`src/rtl/wp_pkg.sv`:
```
package wp_pkg;
  localparam int unsigned WORD_W    = 32;
  localparam int unsigned BANK_REGS = 5;

  localparam logic [7:0] KEY_FIRST  = 8'h59;
  localparam logic [7:0] KEY_SECOND = 8'h16;
  localparam logic [7:0] KEY_THIRD  = 8'h88;

  typedef logic [WORD_W-1:0] word_t;

  typedef enum logic [1:0] {
    KS_IDLE = 2'd0,
    KS_ONE  = 2'd1,
    KS_TWO  = 2'd2,
    KS_OPEN = 2'd3
  } key_state_e;

  // Bits of each bank register that need the group to be open.
  function automatic word_t lock_mask(int unsigned idx);
    word_t m;
    case (idx)
      0, 1:    m = '1;
      2:       m = ~(word_t'(1) << 6);
      3:       m = word_t'(3);
      default: m = '0;
    endcase
    return m;
  endfunction
endpackage

```
`src/rtl/wp_key_seq.sv`:
```
module wp_key_seq
  import wp_pkg::*;
(
  input  logic       clk,
  input  logic       rst_n,
  input  logic       key_wr,
  input  logic [7:0] key_byte,
  output logic       open_q
);
  key_state_e state_q, state_d;

  always_comb begin
    state_d = state_q;
    if (key_wr) begin
      unique case (state_q)
        KS_IDLE: state_d = (key_byte == KEY_FIRST) ? KS_ONE : KS_IDLE;
        KS_ONE: begin
          if (key_byte == KEY_SECOND)     state_d = KS_TWO;
          else if (key_byte == KEY_FIRST) state_d = KS_ONE;
          else                            state_d = KS_IDLE;
        end
        KS_TWO: begin
          if (key_byte == KEY_THIRD)      state_d = KS_OPEN;
          else if (key_byte == KEY_FIRST) state_d = KS_ONE;
          else                            state_d = KS_IDLE;
        end
        KS_OPEN: state_d = KS_IDLE;
        default: state_d = KS_IDLE;
      endcase
    end
  end

  always_ff @(posedge clk or negedge rst_n) begin
    if (!rst_n)      state_q <= KS_IDLE;
    else if (key_wr) state_q <= state_d;
  end

  assign open_q = (state_q == KS_OPEN);
endmodule

```
`src/rtl/wp_prot_filter.sv`:
```
module wp_prot_filter
  import wp_pkg::*;
#(
  parameter int unsigned SEL_W = 3
) (
  input  logic             wr_req,
  input  logic             bank_hit,
  input  logic [SEL_W-1:0] bank_sel,
  input  logic             open_q,
  output word_t            bit_en
);
  word_t guard;

  always_comb begin
    guard  = lock_mask(32'(bank_sel));
    bit_en = '0;
    if (wr_req && bank_hit) begin
      bit_en = open_q ? '1 : ~guard;
    end
  end
endmodule

```
`src/rtl/wp_demo_bank.sv`:
```
module wp_demo_bank
  import wp_pkg::*;
#(
  parameter int unsigned NREGS = BANK_REGS,
  localparam int unsigned SEL_W = (NREGS > 1) ? $clog2(NREGS) : 1
) (
  input  logic                         clk,
  input  logic                         rst_n,
  input  logic                         wr_req,
  input  logic [SEL_W-1:0]             sel,
  input  word_t                        wdata,
  input  word_t                        bit_en,
  output logic [NREGS-1:0][WORD_W-1:0] q
);
  for (genvar i = 0; i < NREGS; i++) begin : g_reg
    logic  hit;
    word_t d;

    assign hit = wr_req && (sel == SEL_W'(i));

    always_comb begin
      d = (q[i] & ~bit_en) | (wdata & bit_en);
    end

    always_ff @(posedge clk or negedge rst_n) begin
      if (!rst_n)   q[i] <= '0;
      else if (hit) q[i] <= d;
    end
  end
endmodule

```
`src/rtl/wp_unlock_ctrl.sv`:
```
module wp_unlock_ctrl
  import wp_pkg::*;
#(
  parameter int unsigned ADDR_W     = 8,
  parameter int unsigned KEY_OFFSET = 'h40,
  localparam int unsigned IDX_W = ADDR_W - 2,
  localparam int unsigned SEL_W = (BANK_REGS > 1) ? $clog2(BANK_REGS) : 1
) (
  input  logic              clk,
  input  logic              rst_n,
  input  logic              bus_sel,
  input  logic              bus_wr,
  input  logic [ADDR_W-1:0] bus_addr,
  input  logic [WORD_W-1:0] bus_wdata,
  output logic [WORD_W-1:0] bus_rdata,
  output logic              bus_ready,
  output logic              unlocked,
  output logic [WORD_W-1:0] wr_bit_en
);
  logic [IDX_W-1:0] word_idx;
  logic [SEL_W-1:0] bank_sel;
  logic             aligned, key_hit, bank_hit, wr_req, rd_req, key_wr;
  logic [BANK_REGS-1:0][WORD_W-1:0] bank_q;
  word_t            rd_d;

  assign word_idx = bus_addr[ADDR_W-1:2];
  assign aligned  = (bus_addr[1:0] == 2'b00);
  assign key_hit  = aligned && (word_idx == IDX_W'(KEY_OFFSET >> 2));
  assign bank_hit = aligned && (32'(word_idx) < BANK_REGS);
  assign bank_sel = word_idx[SEL_W-1:0];
  assign wr_req   = bus_sel && bus_wr;
  assign rd_req   = bus_sel && !bus_wr;
  assign key_wr   = wr_req && key_hit;

  wp_key_seq u_key (
    .clk      (clk),
    .rst_n    (rst_n),
    .key_wr   (key_wr),
    .key_byte (bus_wdata[7:0]),
    .open_q   (unlocked)
  );

  wp_prot_filter #(.SEL_W(SEL_W)) u_filter (
    .wr_req   (wr_req),
    .bank_hit (bank_hit),
    .bank_sel (bank_sel),
    .open_q   (unlocked),
    .bit_en   (wr_bit_en)
  );

  wp_demo_bank #(.NREGS(BANK_REGS)) u_bank (
    .clk    (clk),
    .rst_n  (rst_n),
    .wr_req (wr_req && bank_hit),
    .sel    (bank_sel),
    .wdata  (bus_wdata),
    .bit_en (wr_bit_en),
    .q      (bank_q)
  );

  always_comb begin
    rd_d = '0;
    if (key_hit)       rd_d = word_t'(unlocked);
    else if (bank_hit) rd_d = bank_q[bank_sel];
  end

  always_ff @(posedge clk or negedge rst_n) begin
    if (!rst_n) begin
      bus_ready <= 1'b0;
      bus_rdata <= '0;
    end else begin
      bus_ready <= bus_sel;
      if (rd_req) bus_rdata <= rd_d;
      else        bus_rdata <= '0;
    end
  end
endmodule

```
`config.mk`:
```
export PLATFORM = sky130hd
export DESIGN_NAME = wp_unlock_ctrl
export DESIGN_NICKNAME = d
export VERILOG_FILES = /design/src/rtl/wp_pkg.sv /design/src/rtl/wp_key_seq.sv /design/src/rtl/wp_prot_filter.sv /design/src/rtl/wp_demo_bank.sv /design/src/rtl/wp_unlock_ctrl.sv
export SDC_FILE = /design/constraint.sdc
export NUM_CORES = 1
export LEC_CHECK = 0
export BUFFER_PORTS_ARGS = -buffer_cell sky130_fd_sc_hd__clkbuf_2
export CAP_MARGIN = 20
export CORE_MARGIN = 5
export CORE_UTILIZATION = 45
export DETAILED_ROUTE_END_ITERATION = 6
export GPL_TIMING_DRIVEN = 0
export PLACE_DENSITY = 0.68
export SYNTH_ARGS = -nofsm -noshare
export SYNTH_HDL_FRONTEND = slang
export SYNTH_SLANG_ARGS = --single-unit
```
`constraint.sdc`:
```
create_clock -name clk -period 2.4 [get_ports clk]
set_input_delay 0.24 -clock clk [delete_from_list [all_inputs] [get_ports clk]]
set_output_delay 0.24 -clock clk [all_outputs]
set_load 0.02 [all_outputs]
```
# Word level (Yosys, flattened, before mapping)
# Cells that the tools add are included.
dict set report word_totals {
  register_bits 195
  latchBits 0
  mem_bits_rw 0
  mem_bits_ro 0
  input_bits 44
  output_inout_bits 66
  elab_cells 62
  memories 0
}
dict set report classes {
  n_addsub 0
  mul 0
  div 0
  magnitude_cmp 2
  eq_ne 11
  shift 0
  mux 12
  bitwise 13
  reduce_logical 16
}
# op count
set ops {}
lappend ops {{bitwise AND 32 bit} 6}
lappend ops {{2-to-1 mux 32 bit} 6}
lappend ops {{bitwise OR 32 bit} 5}
lappend ops {{binary-select mux 32 bit (select 3 bit)} 1}
lappend ops {{one-hot mux 32 bit (3 select lines)} 1}
lappend ops {{NOT 32 bit} 2}
lappend ops {{logical AND 1 bit} 11}
lappend ops {{== test 8 x 5 -> 1 bit, second input constant} 1}
lappend ops {{== test 8 x 7 -> 1 bit, second input constant} 1}
lappend ops {{== test 8 bit, second input constant} 1}
lappend ops {{one-hot mux 2 bit (4 select lines)} 1}
lappend ops {{== test 3 x 2 -> 1 bit, second input constant} 2}
lappend ops {{== test 6 x 5 -> 1 bit, second input constant} 1}
lappend ops {{less-than comparator 6 x 3 -> 1 bit, second input constant} 1}
lappend ops {{== test 2 bit, second input constant} 2}
lappend ops {{logical NOT 2 bit} 2}
lappend ops {{less-than comparator 3 x 4 -> 1 bit, second input constant} 1}
lappend ops {{2-to-1 mux 2 bit} 2}
lappend ops {{== test 3 x 1 -> 1 bit, second input constant} 1}
lappend ops {{== test 3 bit, second input constant} 1}
lappend ops {{logical NOT 3 bit} 1}
lappend ops {{== test 2 x 1 -> 1 bit, second input constant} 1}
lappend ops {{OR reduction 2 bit} 1}
lappend ops {{logical NOT 1 bit} 1}
lappend ops {{2-to-1 mux 1 bit} 1}

# Depth between registers and ports, before layout
# Gate-level depths: netlist (run 1).
dict set report logic_depth {
  word_depth 9
  mapped_depth 7
  depth_no_buf 4
}

# By module
# A second synthesis (run 1) with hierarchy kept.
dict set report hier_totals {
  hier_cells 720
  hier_area_um2 9307.7
}
# mod instances cells_each area_per_inst_um2 seq_area_each_um2
set modules_own_cells {}
lappend modules_own_cells {wp_demo_bank 1 504 6681.4 4003.8}
lappend modules_own_cells {wp_unlock_ctrl 1 161 2200.9 825.8}
lappend modules_own_cells {wp_prot_filter 1 36 246.5 0.0}
lappend modules_own_cells {wp_key_seq 1 19 178.9 50.0}

# Worst setup path after synthesis (run 1)
# OpenSTA, ideal clock, no wires.
dict set report synth_timing {
  path_kind {input port to output port}
  from {in bus_addr[2]}
  to {out wr_bit_en[10]}
  t_arrival_ns 2.664
  required_ns 2.160
  slack_ns -0.504
  path_stages 6
  n_path_buf 2
  path_cell_list {buf_2 > or2_1 > a21oi_1 > nand4_1 > a21oi_1 > buf_4}
}
dict set report synth_via {
  elab_chain_cells 6
  word_cells_on_any_way 12
  cone_classes {order compare: 1; eq/ne: 3; mux: 3; bitwise: 1; reduce/logical: 4}
}
# item line
set synth_lines {}
lappend synth_lines {{start: declaration} wp_unlock_ctrl.sv:13} ;# input logic [ADDR_W-1:0] bus_addr,
lappend synth_lines {{== test 3 x 1 -> 1 bit / logical NOT 3 bit (equally long branches)} wp_pkg.sv:21} ;# case (idx)
lappend synth_lines {{OR reduction 2 bit} wp_pkg.sv:21}
lappend synth_lines {{one-hot mux 32 bit (3 select lines)} wp_pkg.sv:21}
lappend synth_lines {{NOT 32 bit} wp_prot_filter.sv:18} ;# bit_en = open_q ? '1 : ~guard;
lappend synth_lines {{2-to-1 mux 32 bit} wp_prot_filter.sv:18}
lappend synth_lines {{2-to-1 mux 32 bit (*)} wp_prot_filter.sv:17} ;# if (wr_req && bank_hit) begin
lappend synth_lines {{end: declaration} wp_unlock_ctrl.sv:18} ;# output logic [WORD_W-1:0] wr_bit_en
# Mark *: on every way between the ends. The rest lies on a longest branch, timed or not.

# Worst setup path after layout (run 1)
dict set report layout_timing {
  from {reg u_key.state_q[0]}
  to {out wr_bit_en[15]}
}
dict set report layout_via {
  elab_chain_cells 3
}
# item line
set layout_lines {}
lappend layout_lines {{start: declaration} wp_key_seq.sv:10} ;# key_state_e state_q, state_d;
lappend layout_lines {{start signal: assignment} wp_key_seq.sv:35} ;# else if (key_wr) state_q <= state_d;
lappend layout_lines {{== test 2 bit} wp_key_seq.sv:38} ;# assign open_q = (state_q == KS_OPEN);
lappend layout_lines {{2-to-1 mux 32 bit} wp_prot_filter.sv:18}
lappend layout_lines {{2-to-1 mux 32 bit} wp_prot_filter.sv:17}
# Every way passes these cells.

==> flow_summary_export.csv, run 1 <==
group,metric,value,unit
setup_path,critPathCaptureType,"output pin",
job,max_cap_viol_count,0,
floorplanning,die_area,22430,µm²
timing,fin_hold_ws,0.05001,ns
clock_tree,cts-root-buf,"clkbuf_16",
synthesis,synth-edff-count,0,
cells_and_area,final_area,10430,µm²
clock_tree,clockBufferDepth,2,
placement,gp_congestion,0.7749,
min_path,hold_class,"input pin to flip-flop",
detailed_routing,drt-pass1-iter-count,4,
synthesis,synthCells,604,
min_path,hold_depth,2,
synthesis,synth.most_common_cell,"dfrtp_1",
global_routing,grt_pass1_wl,32390,µm
cells_and_area,layout.nets,781,
synthesis,synth_top_area_share,55.51,%
floorplanning,core_area,19330,µm²
clock_tree,worst_skew_pair.late_latency,0.43,ns
detailed_routing,drtAntennaViolNets,0,
power,p_leak,0.005268,µW
timing,rsz0062_at_grt,"false",
synthesis,avgSynthCellArea,14.55,µm²
global_routing,gr-usage-all-layers,18.75,%
floorplanning,fp.dieH,149.8,µm
power,peakVddDrop,0.5450,mV
synthesis,ys_seq_area_share,55.51,%
timing,setup_viol,0,
timing,fin_tns_setup,0,ns
timing,skew,0.005906,ns
setup_path,crit_end,"wr_bit_en[15]",
placement,numPortBuffers,107,
setup_path,rr_worst_depth,5,
setup_path,r2r-start,"u_key.state_q[1]$_DFFE_PN0P_",
setup_path,crit_type,"flip-flop to output pin",
floorplanning,start_util,45.47,%
global_routing,grt_pass1_vias,6020,
timing,finalCritPeriodShare,93.02,%
global_routing,antenna_found_initial,0,
setup_path,cp_data_arrival_time,1.99,ns
synthesis,synth_nets,648,
timing,max_freq,0.4479,GHz
setup_path,critPathLaunchType,"flip-flop",
synthesis,synth_top_area_cell,"dfrtp_1",
clock_tree,cts.sinks,195,
cells_and_area,fillers,1622,
global_routing,grt_max_degree,117,
clock_tree,h-tree-depth,4,
timing,slew_viol_final,0,
clock_tree,numCtsBuffers,17,
power,p_per_area,644.7,nW/µm²
synthesis,ys_async_sr_fraction,100.0,%
clock_tree,clkTransAtPathRegs,0.06,ns
placement,hpwlAfterDp,13250,µm
timing,layout_min_cycle_time,2.233,ns
synthesis,synth_area,8791,µm²
floorplanning,io_pins,110,
synthesis,synth.distinct_cells,40,
setup_path,path_max_fanout,15,
placement,dpl-instance-area,9698,µm²
synthesis,synthTopCellsByCount,"dfrtp_1 (195), mux2_2 (129), nor2_1 (40)",
setup_path,startpoint,"u_key.state_q[0]$_DFFE_PN0P_",
synthesis,synth.area.top_cells,"dfrtp_1 (56%), mux2_2 (17%), mux4_2 (8.2%)",
synthesis,synth_ff_type,"dfrtp_1",
detailed_routing,vias_per_cell,5.257,
timing,worst_slew_pin_slew,0.7446,ns
detailed_routing,dr.first_iter.drc_count,286,
timing,maxSlewHeadroom,50.36,%
floorplanning,rows,51,
setup_path,crit_required,2.16,ns
detailed_routing,routed_wl,19900,µm
status,status,"finished, final reports clean",
cells_and_area,syn2layout_area_growth,18.69,%
detailed_routing,wl_per_cell,19.62,µm
timing,finalHoldViolCount,0,
clock_tree,cts_tree,"yes",
global_routing,grt_overflow,0,
cells_and_area,antenna-diode-count,0,
cells_and_area,layout-drive-gt1-share,53.00,%
detailed_routing,vias,5331,
setup_path,regToRegSetupSlack,0.21,ns
synthesis,ys_ff_latch,195,
synthesis,yosysWarnings,0,
floorplanning,die-width,149.8,µm
detailed_routing,drc,0,
-- how the worst min path moves through the flow --
stage | start | end | slack [ns]
final | bus_wr | bus_rdata[0]$_DFF_PN0_ | 0.05
after global placement | bus_sel | bus_ready$_DFF_PN0_ | 0.43
after CTS | bus_wr | bus_rdata[0]$_DFF_PN0_ | 0.03
after detailed placement | rst_n | async pin | 0.32
after floorplan | rst_n | async pin | -0.06
after global routing | bus_wr | bus_rdata[0]$_DFF_PN0_ | 0.03
-- metrics by stage --
| stage | worst slack, ns | power [µW] | utilization (%) | cells |
|---|---|---|---|---|
| after floorplan | 0.09671 | 3523 | - | 604 |
| after global placement | -2.325 | 3691 | 49.97 | 976 |
| after detailed placement | -0.7782 | 3712 | 50.16 | 977 |
| after CTS | 0.1380 | 6795 | 53.96 | 1014 |
| after global routing | 0.02398 | 6964 | 53.96 | 1014 |
| final | 0.1675 | 6726 | 53.96 | 1014 |
-- timing repair --
item,4_1_cts,5_1_grt
resized for setup,4,0
setup endpoints to repair,29,0
setup buffers,3,0
hold buffers,2,0
hold endpoints to repair,80,0
-- critical path: stages, from the launching register on --
cell	delay (ns)
dfrtp_1	0.44
nand2_1	0.12
inv_1	0.09
nor2_2	0.34
a21oi_4	0.11
buf_12	0.16
buf_4	0.13
clkbuf_2	0.15
-- cell families after synthesis --
logic type / after synthesis / share of synthesized area (%)
AO/OA/AOI/OAI: 44 / 2.790
buffers and inverters: 69 / 4.939
flip-flops: 195 / 55.51
multiplexers: 192 / 29.97
AND/OR/NAND/NOR: 104 / 6.789
-- per-layer routing --
metal  share of wire [%]  global-route usage [%]  up-vias  wire length, µm
met5                   0                       0        -                0
met4                 1.6                   5.947        0              312
met3                 5.7                   4.361       24             1133
met2                  49                   31.36      137             9814
met1                  43                   24.39     2781             8638
li1                    -                       -     2389                -
-- power by group --
group	internal [µW]	leakage [µW]	total, µW	switching [µW]
clock network	1830	0.000310	3080	1240
registers	3310	0.00272	3330	16.5
logic	114	0.00224	320	206
total	5260	0.00527	6730	1470
-- layout by cell type (no fill, tap or decap), types with 3 or more instances in the layout --
master       n
dfrtp_1    195
nor2b_1     34
clkbuf_8     4
buf_2       16
clkbuf_1    11
mux2_4      30
nand2_1      6
clkbuf_16   17
clkbuf_2   108
a21oi_1     36
buf_6        5
mux2_2     129
bufinv_16    4
mux4_2      32
buf_4       32
nor2_1      39
nand4_1      3
-- area by class of cell --
cell class	instances	area (µm²)	area share (%)
inverters	2	7.507	0.07195
well taps	265	331.6	3.178
clock buffers	20	466.7	4.473
repair buffers	113	639.4	6.128
clock inverters	11	173.9	1.667
multi-input cells	341	3507	33.61
flip-flops and latches	195	4880	46.77
plain buffers	67	427.9	4.101
No activity file was read; power rests on OpenSTA's default activity.
==> run 2: changes to the inputs <==
--- a/config.mk
+++ b/config.mk
@@ -7,7 +7,7 @@
 export LEC_CHECK = 0
 export BUFFER_PORTS_ARGS = -buffer_cell sky130_fd_sc_hd__clkbuf_2
 export CAP_MARGIN = 20
-export CORE_MARGIN = 5
+export CORE_MARGIN = 8
 export CORE_UTILIZATION = 45
 export DETAILED_ROUTE_END_ITERATION = 6
 export GPL_TIMING_DRIVEN = 0
==> constraint.sdc (replaced) <==
create_clock -name clk -period 2.4 [get_ports clk]
set_input_delay 0.24 -clock clk [delete_from_list [all_inputs] [get_ports clk]]
set_output_delay 0.24 -clock clk [all_outputs]
set_load 0.01 [all_outputs]
==> run 2 against run 1 <==
Compared with the run above:
- worst hold slack better by 0.0071 ns
- cell count increased by 0.20%
- combinational power barely moved
- via count up 0.75%
- register-to-register slack about the same
- clock skew rose by 0.0011 ns
- first-iteration DRC count is 0.35% lower
- non-clock buffer count grew 1
- critical path depth unchanged
- wire length shrank 0.58%
- sequential share of layout area increased by 0.32 points
- critical path type unchanged
- critical endpoint is now wr_bit_en[4]
==> flow_summary_export.csv, run 2 (same netlist as run 1, synthesis figures left out) <==
group,metric,value,unit
status,status,"finished, final reports clean",
detailed_routing,drt-pass1-iter-count,5,
detailed_routing,drc,0,
timing,skew,0.007014,ns
cells_and_area,layout.nets,782,
setup_path,path_max_fanout,15,
cells_and_area,final_cell_mix,"dfrtp_1 (195), mux2_2 (129), clkbuf_2 (108)",
timing,rsz0062_at_grt,"false",
floorplanning,start_util,45.47,%
setup_path,cpLargestDelayFamily,"simple AND/OR/NAND/NOR gates",
floorplanning,io_pins,110,
power,p_leak,0.005240,µW
floorplanning,die-width,155.8,µm
floorplanning,die_area,24260,µm²
setup_path,crit_buf_inv,4,
floorplanning,core_area,19330,µm²
timing,finalCritPeriodShare,92.92,%
timing,finalHoldViolCount,0,
timing,timing.final.ws_setup,0.1698,ns
detailed_routing,routed_wl,19780,µm
setup_path,cp_slowest_cell,"dfrtp_1",
setup_path,crit_required,2.16,ns
clock_tree,cts_tree,"yes",
global_routing,antenna_found_initial,0,
timing,setup_viol,0,
min_path,hold_class,"input pin to flip-flop",
cells_and_area,layout_commonest_cell,"dfrtp_1",
global_routing,gr-usage-all-layers,17.23,%
min_path,hold_depth,2,
global_routing,grt_max_degree,115,
global_routing,grt_overflow,0,
detailed_routing,drtAntennaViolNets,0,
power,peakVddDrop,0.5167,mV
floorplanning,rows,51,
timing,slew_viol_final,0,
clock_tree,clkTransAtPathRegs,0.07,ns
placement,place_ws,-0.7070,ns
timing,maxSlewHeadroom,51.55,%
cells_and_area,syn2layout_area_growth,17.89,%
global_routing,grt_pass1_wl,32410,µm
setup_path,r2r-start,"u_key.state_q[1]$_DFFE_PN0P_",
placement,hpwlAfterDp,13420,µm
job,max_cap_viol_count,0,
cells_and_area,antenna-diode-count,0,
min_path,min_from,"bus_wr",
placement,placed_cells,977,
placement,numPortBuffers,107,
setup_path,cp_data_arrival_time,1.99,ns
clock_tree,cts-root-buf,"clkbuf_16",
detailed_routing,vias,5371,
setup_path,crit_chain,"nand2_1, inv_1, nor2_2, a21oi_4, buf_12, buf_4, clkbuf_2",
timing,max_freq,0.4484,GHz
setup_path,critPathCaptureType,"output pin",
setup_path,regToRegSetupSlack,0.22,ns
global_routing,grt_pass1_vias,5962,
clock_tree,worst_skew_pair.late_latency,0.43,ns
timing,worst_slew_pin_slew,0.7267,ns
min_path,min_to,"bus_rdata[0]$_DFF_PN0_",
setup_path,crit_type,"flip-flop to output pin",
cells_and_area,final_area,10360,µm²
cells_and_area,final_cells,1016,
setup_path,rr_worst_depth,5,
setup_path,slowest_delay,0.45,ns
detailed_routing,wl_per_cell,19.47,µm
detailed_routing,dr.first_iter.drc_count,285,
clock_tree,cts.sinks,195,
placement,gp_congestion,0.8113,
setup_path,critPathLaunchType,"flip-flop",
power,p_per_area,618.0,nW/µm²
detailed_routing,vias_per_cell,5.286,
floorplanning,fp.dieH,155.8,µm
clock_tree,numCtsBuffers,17,
clock_tree,h-tree-depth,4,
timing,layout_min_cycle_time,2.230,ns
clock_tree,clockBufferDepth,2,
placement,dpl-instance-area,9698,µm²
cells_and_area,layout-drive-gt1-share,52.73,%
run 2: cell types whose count changed in the layout (fill, tap and decap cells not counted):
cell        delta
bufinv_16      -3
clkbuf_1       +3
clkinv_4       +3
buf_4          +2
buf_12         -1
clkinv_2       -1
clkinvlp_4     -1
run 2: final cells by class:
type                       count  area [µm²]
multi-input combinational    341        3507
clock buffer                  23       478.0
inverter                       2       7.507
timing repair buffer         114       634.4
tap                          265       331.6
clock inverter                 9       97.59
fill                        1609        8971
sequential                   195        4880
buffer                        67       427.9
run 2: metrics by stage:
stage | TNS [ns] | util, % | hold slack [ns] | power, µW
floorplan | 0 | - | -0.05559 | 3521
global placement | -456.76 | 49.97 | 0.4328 | 3688
detailed placement | -20.30 | 50.16 | 0.3372 | 3711
CTS | 0 | 53.56 | 0.04149 | 6480
global route | 0 | 53.60 | 0.04788 | 6641
finish | 0 | 53.60 | 0.05710 | 6405
run 2: worst max-delay path by stage:
stage | from | to | depth (start not counted)
2_1_floorplan | bus_addr[2] | wr_bit_en[10] | 6
3_3_place_gp | rst_n | async pin | 1
3_5_place_dp | bus_addr[4] | wr_bit_en[28] | 7
4_1_cts | bus_addr[2] | wr_bit_en[19] | 9
5_1_grt | u_key.state_q[1]$_DFFE_PN0P_ | flip-flop | 5
6_report | u_key.state_q[1]$_DFFE_PN0P_ | wr_bit_en[4] | 7
run 2: where the power goes:
part	internal [µW]	switching, µW
Clock	1530	1220
Sequential	3310	16.4
Combinational	114	206
run 2: worst reg2reg max path, delay by kind of cell (launching register included):
| family | cells | cell delay (ns) |
|---|---|---|
| simple gates | 3 | 0.82 |
| buf+inv | 1 | 0.40 |
| flops | 1 | 0.45 |
| mux | 1 | 0.40 |
run 2: layer usage:
metal  vias up  global-route usage, %  wire [µm]
li1       2390                      -          -
met1      2805                  21.96       8475
met2       152                  28.48       9755
met3        24                  4.404       1268
met4         0                  5.129        283
met5         -                      0          0
run 2: what timing repair did:
action / CTS / global route
setup buffers: 3 / 1
gates cloned: 1 / 0
pin swaps: 1 / 1
gates resized for setup: 4 / 0
hold buffers: 2 / 0
endpoints found under the setup margin: 29 / 30
hold endpoints to repair: 82 / 0
